`src/rtl/mbx_pkg.sv`:
```
package mbx_pkg;

   typedef enum logic [1:0] {
      OWN_IO     = 2'd0,
      GAP_TO_PRI = 2'd1,
      OWN_PRI    = 2'd2,
      GAP_TO_IO  = 2'd3
   } owner_e;

   typedef struct packed {
      logic wr_cmd;
      logic wr_arg;
      logic wr_stat;
      logic wr_sw;
   } port_req_t;

   function automatic int unsigned idx_width(input int unsigned n);
      return (n > 1) ? $clog2(n) : 1;
   endfunction

endpackage

```
`src/rtl/mbx_port_dec.sv`:
```
module mbx_port_dec
   import mbx_pkg::*;
#(
   parameter int unsigned ADDR_W     = 3,
   parameter int unsigned NUM_ARGS   = 4,
   parameter bit          MAIL_WRITE = 1'b1,
   parameter bit          STAT_WRITE = 1'b0,
   localparam int unsigned IDX_W     = idx_width(NUM_ARGS)
) (
   input  logic [ADDR_W-1:0] addr,
   input  logic              we,
   output port_req_t         req,
   output logic [IDX_W-1:0]  arg_idx
);

   localparam logic [ADDR_W-1:0] A_CMD  = '0;
   localparam logic [ADDR_W-1:0] A_LAST = ADDR_W'(NUM_ARGS);
   localparam logic [ADDR_W-1:0] A_STAT = ADDR_W'(NUM_ARGS + 1);
   localparam logic [ADDR_W-1:0] A_SW   = ADDR_W'(NUM_ARGS + 2);

   logic [ADDR_W-1:0] off;

   assign off     = addr - ADDR_W'(1);
   assign arg_idx = IDX_W'(off);

   always_comb begin
      req = '0;
      if (we) begin
         if (addr == A_CMD) begin
            req.wr_cmd = MAIL_WRITE;
         end else if (addr <= A_LAST) begin
            req.wr_arg = MAIL_WRITE;
         end else if (addr == A_STAT) begin
            req.wr_stat = STAT_WRITE;
         end else if (addr == A_SW) begin
            req.wr_sw = 1'b1;
         end
      end
   end

endmodule

```
`src/rtl/mbx_owner_fsm.sv`:
```
module mbx_owner_fsm
   import mbx_pkg::*;
#(
   parameter int unsigned DEAD_CYCLES = 1
) (
   input  logic clk,
   input  logic rst_n,
   input  logic pri_sw_req,
   input  logic io_sw_req,
   output logic pri_sw_ok,
   output logic io_sw_ok,
   output logic pri_run,
   output logic io_run,
   output logic err
);

   owner_e state_q, state_d;
   logic   gap_done;
   logic   in_gap;
   logic   bad_req;
   logic   err_q;

   assign pri_sw_ok = pri_sw_req && (state_q == OWN_PRI);
   assign io_sw_ok  = io_sw_req  && (state_q == OWN_IO);
   assign bad_req   = (pri_sw_req && (state_q != OWN_PRI)) ||
                      (io_sw_req  && (state_q != OWN_IO));
   assign in_gap    = (state_q == GAP_TO_PRI) || (state_q == GAP_TO_IO);

   generate
      if (DEAD_CYCLES == 1) begin : g_gap_single
         assign gap_done = 1'b1;
      end else begin : g_gap_count
         localparam int unsigned CNT_W = $clog2(DEAD_CYCLES);
         logic [CNT_W-1:0] cnt_q;
         always_ff @(posedge clk or negedge rst_n) begin
            if (!rst_n) begin
               cnt_q <= '0;
            end else if (pri_sw_ok || io_sw_ok) begin
               cnt_q <= CNT_W'(DEAD_CYCLES - 1);
            end else if (in_gap && (cnt_q != '0)) begin
               cnt_q <= cnt_q - CNT_W'(1);
            end
         end
         assign gap_done = (cnt_q == '0);
      end
   endgenerate

   always_comb begin
      state_d = state_q;
      unique case (state_q)
         OWN_IO:     if (io_sw_ok)  state_d = GAP_TO_PRI;
         GAP_TO_PRI: if (gap_done)  state_d = OWN_PRI;
         OWN_PRI:    if (pri_sw_ok) state_d = GAP_TO_IO;
         GAP_TO_IO:  if (gap_done)  state_d = OWN_IO;
         default:                   state_d = OWN_IO;
      endcase
   end

   always_ff @(posedge clk or negedge rst_n) begin
      if (!rst_n) begin
         state_q <= OWN_IO;
         err_q   <= 1'b0;
      end else begin
         state_q <= state_d;
         if (bad_req) err_q <= 1'b1;
      end
   end

   assign pri_run = (state_q == OWN_PRI);
   assign io_run  = (state_q == OWN_IO);
   assign err     = err_q;

endmodule

```
`src/rtl/mbx_store.sv`:
```
module mbx_store
   import mbx_pkg::*;
#(
   parameter int unsigned ADDR_W    = 3,
   parameter int unsigned DATA_W    = 8,
   parameter int unsigned NUM_ARGS  = 4,
   parameter logic [DATA_W-1:0] BUSY_CODE = '1,
   localparam int unsigned IDX_W    = idx_width(NUM_ARGS)
) (
   input  logic              clk,
   input  logic              rst_n,
   input  port_req_t         pri_req,
   input  logic [IDX_W-1:0]  pri_idx,
   input  logic [DATA_W-1:0] pri_wdata,
   input  port_req_t         io_req,
   input  logic [DATA_W-1:0] io_wdata,
   input  logic              pri_sw_ok,
   input  logic [ADDR_W-1:0] pri_raddr,
   input  logic [ADDR_W-1:0] io_raddr,
   output logic [DATA_W-1:0] pri_rdata,
   output logic [DATA_W-1:0] io_rdata,
   output logic              busy
);

   localparam logic [ADDR_W-1:0] A_STAT = ADDR_W'(NUM_ARGS + 1);

   logic [DATA_W-1:0] cmd_q;
   logic [DATA_W-1:0] arg_q [NUM_ARGS];
   logic [DATA_W-1:0] stat_q;
   logic              busy_q;

   always_ff @(posedge clk or negedge rst_n) begin
      if (!rst_n) begin
         cmd_q <= '0;
      end else if (pri_req.wr_cmd) begin
         cmd_q <= pri_wdata;
      end
   end

   generate
      for (genvar i = 0; i < NUM_ARGS; i++) begin : g_arg
         always_ff @(posedge clk or negedge rst_n) begin
            if (!rst_n) begin
               arg_q[i] <= '0;
            end else if (pri_req.wr_arg && (pri_idx == IDX_W'(i))) begin
               arg_q[i] <= pri_wdata;
            end
         end
      end
   endgenerate

   always_ff @(posedge clk or negedge rst_n) begin
      if (!rst_n) begin
         stat_q <= '0;
         busy_q <= 1'b0;
      end else if (pri_sw_ok) begin
         stat_q <= BUSY_CODE;
         busy_q <= 1'b1;
      end else if (io_req.wr_stat) begin
         stat_q <= io_wdata;
         busy_q <= 1'b0;
      end
   end

   assign busy = busy_q;

   logic [ADDR_W-1:0] raddr [2];
   logic [DATA_W-1:0] rdata [2];

   assign raddr[0]  = pri_raddr;
   assign raddr[1]  = io_raddr;
   assign pri_rdata = rdata[0];
   assign io_rdata  = rdata[1];

   generate
      for (genvar p = 0; p < 2; p++) begin : g_rd
         always_comb begin
            rdata[p] = '0;
            if (raddr[p] == '0) begin
               rdata[p] = cmd_q;
            end else if (raddr[p] == A_STAT) begin
               rdata[p] = stat_q;
            end else begin
               for (int k = 0; k < NUM_ARGS; k++) begin
                  if (raddr[p] == ADDR_W'(k + 1)) rdata[p] = arg_q[k];
               end
            end
         end
      end
   endgenerate

endmodule

```
`src/rtl/mbx_handoff_ctrl.sv`:
```
module mbx_handoff_ctrl
   import mbx_pkg::*;
#(
   parameter int unsigned ADDR_W      = 3,
   parameter int unsigned DATA_W      = 8,
   parameter int unsigned NUM_ARGS    = 4,
   parameter int unsigned DEAD_CYCLES = 1,
   parameter logic [DATA_W-1:0] BUSY_CODE = '1
) (
   input  logic              clk,
   input  logic              rst_n,
   input  logic [ADDR_W-1:0] pri_addr,
   input  logic              pri_we,
   input  logic [DATA_W-1:0] pri_wdata,
   output logic [DATA_W-1:0] pri_rdata,
   input  logic [ADDR_W-1:0] io_addr,
   input  logic              io_we,
   input  logic [DATA_W-1:0] io_wdata,
   output logic [DATA_W-1:0] io_rdata,
   output logic              pri_run,
   output logic              io_run,
   output logic              busy,
   output logic              err
);

   localparam int unsigned IDX_W = idx_width(NUM_ARGS);

   generate
      if (NUM_ARGS < 1) begin : g_bad_args
         $error("NUM_ARGS must be at least 1");
      end
      if ((NUM_ARGS + 3) > (1 << ADDR_W)) begin : g_bad_addr
         $error("ADDR_W too narrow for the mailbox map");
      end
      if (DEAD_CYCLES < 1) begin : g_bad_gap
         $error("DEAD_CYCLES must be at least 1");
      end
      if (DATA_W < 1) begin : g_bad_data
         $error("DATA_W must be at least 1");
      end
   endgenerate

   port_req_t        pri_req, io_req;
   logic [IDX_W-1:0] pri_idx, io_idx_unused;
   logic             pri_sw_ok, io_sw_ok;

   mbx_port_dec #(
      .ADDR_W(ADDR_W), .NUM_ARGS(NUM_ARGS),
      .MAIL_WRITE(1'b1), .STAT_WRITE(1'b0)
   ) u_pri_dec (
      .addr(pri_addr), .we(pri_we), .req(pri_req), .arg_idx(pri_idx)
   );

   mbx_port_dec #(
      .ADDR_W(ADDR_W), .NUM_ARGS(NUM_ARGS),
      .MAIL_WRITE(1'b0), .STAT_WRITE(1'b1)
   ) u_io_dec (
      .addr(io_addr), .we(io_we), .req(io_req), .arg_idx(io_idx_unused)
   );

   mbx_owner_fsm #(
      .DEAD_CYCLES(DEAD_CYCLES)
   ) u_owner (
      .clk(clk), .rst_n(rst_n),
      .pri_sw_req(pri_req.wr_sw), .io_sw_req(io_req.wr_sw),
      .pri_sw_ok(pri_sw_ok), .io_sw_ok(io_sw_ok),
      .pri_run(pri_run), .io_run(io_run), .err(err)
   );

   mbx_store #(
      .ADDR_W(ADDR_W), .DATA_W(DATA_W),
      .NUM_ARGS(NUM_ARGS), .BUSY_CODE(BUSY_CODE)
   ) u_store (
      .clk(clk), .rst_n(rst_n),
      .pri_req(pri_req), .pri_idx(pri_idx), .pri_wdata(pri_wdata),
      .io_req(io_req), .io_wdata(io_wdata),
      .pri_sw_ok(pri_sw_ok),
      .pri_raddr(pri_addr), .io_raddr(io_addr),
      .pri_rdata(pri_rdata), .io_rdata(io_rdata),
      .busy(busy)
   );

endmodule

```
`config.mk`:
```
export PLATFORM = sky130hd
export DESIGN_NAME = mbx_handoff_ctrl
export DESIGN_NICKNAME = d
export VERILOG_FILES = /design/src/rtl/mbx_pkg.sv /design/src/rtl/mbx_port_dec.sv /design/src/rtl/mbx_owner_fsm.sv /design/src/rtl/mbx_store.sv /design/src/rtl/mbx_handoff_ctrl.sv
export SDC_FILE = /design/constraint.sdc
export NUM_CORES = 1
export LEC_CHECK = 0
export ABC_AREA = 1
export BUFFER_PORTS_ARGS = -buffer_cell sky130_fd_sc_hd__buf_2
export CAP_MARGIN = 20
export CORE_MARGIN = 4
export CORE_UTILIZATION = 61
export CTS_BUF_LIST = sky130_fd_sc_hd__clkbuf_16
export DETAILED_ROUTE_END_ITERATION = 8
export PLACE_DENSITY = 0.85
export SLEW_MARGIN = 20
export SYNTH_ARGS = -nofsm -noshare
export SYNTH_HDL_FRONTEND = slang
export SYNTH_SLANG_ARGS = --single-unit
```
`constraint.sdc`:
```
create_clock -name clk -period 6 [get_ports clk]
set_input_delay 1.2 -clock clk [delete_from_list [all_inputs] [get_ports clk]]
set_output_delay 1.2 -clock clk [all_outputs]
set_load 0.02 [all_outputs]
```
==> metrics.yaml, run 1 <==
finish:
  layout_common_cells: "186 x nand2_1, 56 x o21ai_0, 52 x dfrtp_1"
  diodes: 0
  layout_commonest_cell: "nand2_1"
  syn_to_final_growth_pct: 13.4
  final_net_count: 488
  drive_gt1_share_pct: 12.9
  stdcell_area_mm2: 0.00328
global_routing:
  grt_first_pass_wirelength_um: 13100
  grtUsageTotal_pct: 27.8
  grt_pass1_vias: 2848
  grt_max_degree: 53
  antenna_found_initial: 0
  grt-ovfl-total: 0
drt:
  viasPerCell: 5.60
  wirelength_um: 7700
  vias: 2854
  detail_route.wl_per_cell_um: 15.1
  firstDrtPassIters: 6
  drt_iter0_drc: 227
  drc: 0
  ant_nets: 0
critical_path:
  cpPeakStageDelay_ns: 0.77
  cp-start-kind: "input port"
  cp.arrival_ns: 2.86
  r2r_start: "u_owner.state_q[0]"
  crit_start: "io_addr[0]"
  endpoint: "io_rdata[3]"
  worstSetupPathDepth: 8
  path_class: "in2out"
  r2r_slack_ns: 4.72
  path_cells: "buf_2 -> inv_1 -> nor3_1 -> nand2_1 -> nand2_1 -> o21ai_0 -> nand4_1 -> buf_2"
  cp_slowest_cell: "nor3_1"
  reg2regPathDepth: 4
  path_buf_inv: 3
  crit-reg2reg-capture: "u_store.stat_q[4]"
  cp-end-kind: "primary output"
  path_delay_family: "simple AND/OR/NAND/NOR gates"
  cp_data_required_time_ns: 4.80
  crit_path_max_fanout: 12
floorplanning:
  rows: 24
  start_util_pct: 64.7
  die_area_mm2: 0.00591
  die_y_um: 76.9
  num_io_pins: 46
  die_w_um: 76.9
  coreArea_mm2: 0.00447
synthesis:
  synth.distinct_cells: 19
  yosysSeqAreaShare_pct: 44.9
  synthesis.area_mm2: 0.00290
  syn_nets: 448
  ys_ff_latch: 52
  syn_avg_cell_area_um2: 6.94
  ys_warn_count: 0
  syn-instance-count: 417
power:
  p_leak_nw: 1.79
  power_density_mw_per_mm2: 322
  ir_worst_vdd_mv: 0.199
timing:
  hold_ws_ns: 0.470
  drv_slew: 0
  fin_crit_sh_pct: 67.7
  max_slew_margin_pct: 32.8
  finalSetupTns_ns: 0
  finalClockSkew_ns: 0.00557
  final-setup-viol-count: 0
  max_freq_mhz: 246
  fin_crit_ns: 4.06
  hold_viol_final: 0
  rsz0062_at_grt: "no"
  worstMarginPinSlew_ns: 1.00
placement:
  dp_hpwl_um: 5750
  place_congestion: 1.04
  dpl_cell_area_mm2: 0.00314
  io_buffer_count: 45
cts:
  htreeDepth: 2
  holdBufCountCts: 0
  cts_buffer_depth: 2
  path_clk_slew_ns: 0.07
  post_cts.repair.setup_buffers: 0
  cts_resized: 0
  clock-sinks: 52
  cts_buffers: 5
  cts-root-buf: "clkbuf_16"
  cts_tree: "yes"
  clock_latency_ns: 0.29
flow_run:
  drv_cap: 0
run_status:
  status: "completed"
hold_path:
  hold_path.class: "reg2reg"
through the flow:
stage	setup slack (ns)	util (%)	std cells	total power, mW
3_5_place_dp	2.02	70.1	502	0.778
5_1_grt	1.78	73.4	510	1.13
2_1_floorplan	2.20	-	417	0.675
3_3_place_gp	2.04	70.1	502	0.768
6_report	1.94	73.4	510	1.06
4_1_cts	2.02	73.4	510	1.06
worst min-delay path by stage:
stage,start,endpoint,depth (start not counted)
floorplan,u_owner.state_q[1],u_owner.state_q[1],2
global placement,u_store.busy,u_store.busy,2
global route,u_store.busy,u_store.busy,2
detailed placement,u_store.busy,u_store.busy,2
CTS,u_store.busy,u_store.busy,2
finish,u_store.busy,u_store.busy,2
layout make-up:
type | count | area [um2]
clock inverter | 3 | 21.3
tap | 52 | 65.1
clock buffer | 5 | 125
sequential | 52 | 1300
timing repair buffer | 46 | 233
multi-input combinational | 314 | 1400
fill | 373 | 1190
inverter | 38 | 143
worst register-to-register path, delay by kind of cell, from the launching register on:
family / cells / cell delay [ns]
adder cells (fa/ha/maj): 1 / 0.24
buffers and inverters: 1 / 0.09
flip-flops: 1 / 0.36
AND/OR/NAND/NOR: 2 / 0.52
cells in the mapped netlist:
| library cell | count | area, um2 |
|---|---|---|
| dfrtp_1 | 52 | 1300 |
| clkbuf_1 | 8 | 30.0 |
| nand3_1 | 10 | 50.1 |
| o211ai_1 | 8 | 60.1 |
| nor3_4 | 1 | 16.3 |
| o21ai_1 | 2 | 10.0 |
| nor2_2 | 2 | 12.5 |
| o21ai_0 | 56 | 280 |
| inv_2 | 1 | 3.75 |
| nor2_1 | 21 | 78.8 |
| clkinv_1 | 1 | 3.75 |
| buf_2 | 5 | 25.0 |
| nor3_1 | 4 | 20.0 |
| a21oi_1 | 9 | 45.0 |
| nand2_2 | 1 | 6.26 |
| ha_1 | 5 | 62.6 |
| nand2_1 | 186 | 698 |
| nand4_1 | 9 | 56.3 |
| inv_1 | 36 | 135 |
logic make-up (layout without fill, tap and decap cells):
kind of cell	Yosys count	count (layout)	share of synthesized area, %
AO/OA/AOI/OAI	75	75	13.7
AND/OR/NAND/NOR	234	234	32.4
flip-flops	52	52	44.9
buffers and inverters	51	92	6.83
adder cells (fa/ha/maj)	5	5	2.16
sequential cells by signal (all words and copies together) (netlist names):
| name | count |
|---|---|
| u_owner.state_q | 2 |
| u_store.busy | 1 |
| u_store.stat_q | 8 |
| u_store.cmd_q | 8 |
| u_owner.err | 1 |
| u_store.arg_q | 32 |
per-layer routing:
metal  track usage [%]  vias up  part of all wire (%)
met5                 0        -                     0
met4              13.9        0                   4.3
met3              4.33       31                   6.3
met2              47.8      131                    49
met1              33.8     1281                    41
li1                  -     1411                     -
power breakdown:
part           total, mW  internal, mW  switching [mW]
registers          0.507         0.435          0.0724
clock network      0.284         0.155           0.129
logic              0.267        0.0963           0.170
(Power assumes the default switching activity.)
==> run 2, diff against run 1 <==
--- a/config.mk
+++ b/config.mk
@@ -9,10 +9,10 @@
 export BUFFER_PORTS_ARGS = -buffer_cell sky130_fd_sc_hd__buf_2
 export CAP_MARGIN = 20
 export CORE_MARGIN = 4
-export CORE_UTILIZATION = 61
+export CORE_UTILIZATION = 51
 export CTS_BUF_LIST = sky130_fd_sc_hd__clkbuf_16
 export DETAILED_ROUTE_END_ITERATION = 8
-export PLACE_DENSITY = 0.85
+export PLACE_DENSITY = 0.76
 export SLEW_MARGIN = 20
 export SYNTH_ARGS = -nofsm -noshare
 export SYNTH_HDL_FRONTEND = slang
==> constraint.sdc (replaced) <==
create_clock -name clk -period 3.4 [get_ports clk]
set_input_delay 0.68 -clock clk [delete_from_list [all_inputs] [get_ports clk]]
set_output_delay 0.68 -clock clk [all_outputs]
set_load 0.02 [all_outputs]
==> run 2 against run 1 <==
Compared with the run above:
- flip-flop and latch count unchanged
- worst hold slack worse by 0.13 ns
- cell count up 4.7%
- critical path type unchanged
- clock-buffer cell count unchanged
- highest routed layer unchanged
- largest power group unchanged
- sequential share of layout area down 0.54 points
- routed wire length down 1.6%
- clock skew down 0.0045 ns
==> metrics.yaml, run 2 (synthesis results as in run 1) <==
critical_path:
  crit_start: "pri_addr[0]"  # was io_addr[0]
  crit_path_max_fanout: 16  # was 12
  r2r_start: "u_owner.state_q[0]"  # unchanged
  cp_slowest_cell: "ha_1"  # was nor3_1
  cp.arrival_ns: 2.24  # was 2.86 ns
  r2r_slack_ns: 2.14  # was 4.72 ns
  cp-start-kind: "input port"  # unchanged
  cp-end-kind: "primary output"  # unchanged
  path_class: "in2out"  # unchanged
  crit-reg2reg-capture: "u_store.stat_q[6]"  # was u_store.stat_q[4]
  cpPeakStageDelay_ns: 0.58  # was 0.77 ns
  path_buf_inv: 3  # unchanged
  cpMostUsedCell: "nand2_1"
  reg2regPathDepth: 4  # unchanged
  path_delay_family: "simple AND/OR/NAND/NOR gates"  # unchanged
  path_cells: "buf_2 -> nor2_1 -> ha_1 -> nand2_1 -> nand2_1 -> inv_1 -> nand2_1 -> nand2_1 -> nand2_1 -> buf_2"  # was buf_2 -> inv_1 -> nor3_1 -> nand2_1 -> nand2_1 -> o21ai_0 -> nand4_1 -> buf_2
  cp_data_required_time_ns: 2.72  # was 4.80 ns
floorplanning:
  num_io_pins: 46  # unchanged
  die_area_mm2: 0.00695  # was 0.00591 mm2
  die_y_um: 83.3  # was 76.9 um
  die_w_um: 83.3  # was 76.9 um
  coreArea_mm2: 0.00551  # was 0.00447 mm2
  rows: 27  # was 24
  start_util_pct: 52.6  # was 64.7%
drt:
  drc: 0  # unchanged
  ant_nets: 0  # unchanged
  vias: 2880  # was 2854
  drt_iter0_drc: 187  # was 227
  detail_route.wl_per_cell_um: 14.2  # was 15.1 um
  wirelength_um: 7580  # was 7700 um
  viasPerCell: 5.39  # was 5.60
  firstDrtPassIters: 5  # was 6
timing:
  hold_viol_final: 0  # unchanged
  fin_crit_sh_pct: 85.9
  finalClockSkew_ns: 0.00109  # was 0.00557 ns
  rsz0062_at_grt: "no"  # unchanged
  max_slew_margin_pct: 55.1  # was 32.8%
  finalSetupTns_ns: 0  # unchanged
  worstMarginPinSlew_ns: 0.673  # was 1.00 ns
  final.setup.worst_slack_ns: 0.478  # was 1.94 ns
  max_freq_mhz: 342
  fin_crit_ns: 2.92
  final-setup-viol-count: 0  # unchanged
  drv_slew: 0  # unchanged
hold_path:
  hold_path.class: "in2async"  # was reg2reg
cts:
  holdBufCountCts: 0  # unchanged
  clock_latency_ns: 0.29  # about the same
  cts_buffer_depth: 2  # unchanged
  cts_resized: 0  # unchanged
  post_cts.repair.setup_buffers: 0  # unchanged
  cts_buffers: 5  # unchanged
  htreeDepth: 2  # unchanged
  clock-sinks: 52  # unchanged
  path_clk_slew_ns: 0.07  # about the same
  cts-root-buf: "clkbuf_16"  # unchanged
  cts_tree: "yes"  # unchanged
global_routing:
  grtUsageTotal_pct: 23.0  # was 27.8%
  grt_pass1_vias: 2735  # was 2848
  antenna_found_initial: 0  # unchanged
  grt-ovfl-total: 0  # unchanged
  grt_first_pass_wirelength_um: 13000  # was 13100 um
  grt_max_degree: 34  # was 53
finish:
  drive_gt1_share_pct: 13.0  # was 12.9%
  final_cells: 534  # was 510
  reg_top3: "u_store.arg_q: 32 flops, u_store.cmd_q: 8 flops, u_store.stat_q: 8 flops"  # unchanged
  regArea_mm2: 0.00130  # unchanged
  fillCellCount: 541  # was 373
  multi_input_area_mm2: 0.00140  # unchanged
  diodes: 0  # unchanged
  top_register: "u_store.arg_q"  # unchanged
  layout_commonest_cell: "nand2_1"  # unchanged
  layout_common_cells: "186 x nand2_1, 56 x o21ai_0, 52 x dfrtp_1"  # unchanged
  final_net_count: 492  # was 488
  largest_register_ffs: 32  # unchanged
  syn_to_final_growth_pct: 15.0  # was 13.4%
placement:
  pre_cts_ws_ns: 0.496  # was 2.02 ns
  dp.cells: 526  # was 502
  dp_hpwl_um: 5650  # was 5750 um
  place_congestion: 0.867  # was 1.04
  io_buffer_count: 45  # unchanged
power:
  ir_worst_vdd_mv: 0.290  # was 0.199 mV
  power_density_mw_per_mm2: 553  # was 322 mW/mm2
  p_leak_nw: 1.82  # was 1.79 nW
  power.total_mw: 1.84  # was 1.06 mW
run_status:
  status: "completed"  # unchanged
flow_run:
  drv_cap: 0  # unchanged
run 2: cell count changes in the layout (fill, tap and decap cells not counted):
cell and change:
clkinvlp_4 -1, inv_6 -1, clkinv_2 -1, buf_4 +4, inv_1 +2, clkinv_1 +1
run 2: final cells by class:
| class | count | share of cell area (%) |
|---|---|---|
| clock buffer | 5 | 3.76 |
| clock inverter | 3 | 0.338 |
| inverter | 38 | 4.28 |
| multi-input combinational | 314 | 41.9 |
| sequential | 52 | 39.1 |
| tap | 72 | 2.71 |
| timing repair buffer | 50 | 7.89 |
run 2: worst max path at each step:
stage | slack (ns) | depth (start not counted) | to
2_1_floorplan | 0.64 | 11 | pri_rdata[7]
3_3_place_gp | 0.55 | 10 | pri_rdata[7]
5_1_grt | 0.20 | 10 | pri_rdata[0]
6_report | 0.48 | 10 | pri_rdata[4]
4_1_cts | 0.49 | 10 | pri_rdata[4]
3_5_place_dp | 0.50 | 10 | pri_rdata[4]
run 2: power by group:
part	total [mW]	leakage, nW	switching [mW]	internal (mW)
clock	0.485	0.0738	0.220	0.266
combinational	0.474	1.10	0.302	0.173
sequential	0.880	0.646	0.113	0.767
run 2: through the flow:
stage	hold WS [ns]	utilization (%)	instance area, um2
global placement	0.449	58.0	3190
detailed placement	0.453	58.0	3190
CTS	0.360	60.5	3330
floorplan	0.384	-	2900
finish	0.337	60.5	3330
global route	0.381	60.5	3330
run 2: routing by layer:
metal / wire, um / vias to the layer above / global-route usage (%)
met2: 3590 / 117 / 38.0
met5: 0 / - / 0
met4: 154 / 0 / 6.54
li1: - / 1416 / -
met3: 548 / 14 / 4.46
met1: 3280 / 1333 / 30.7
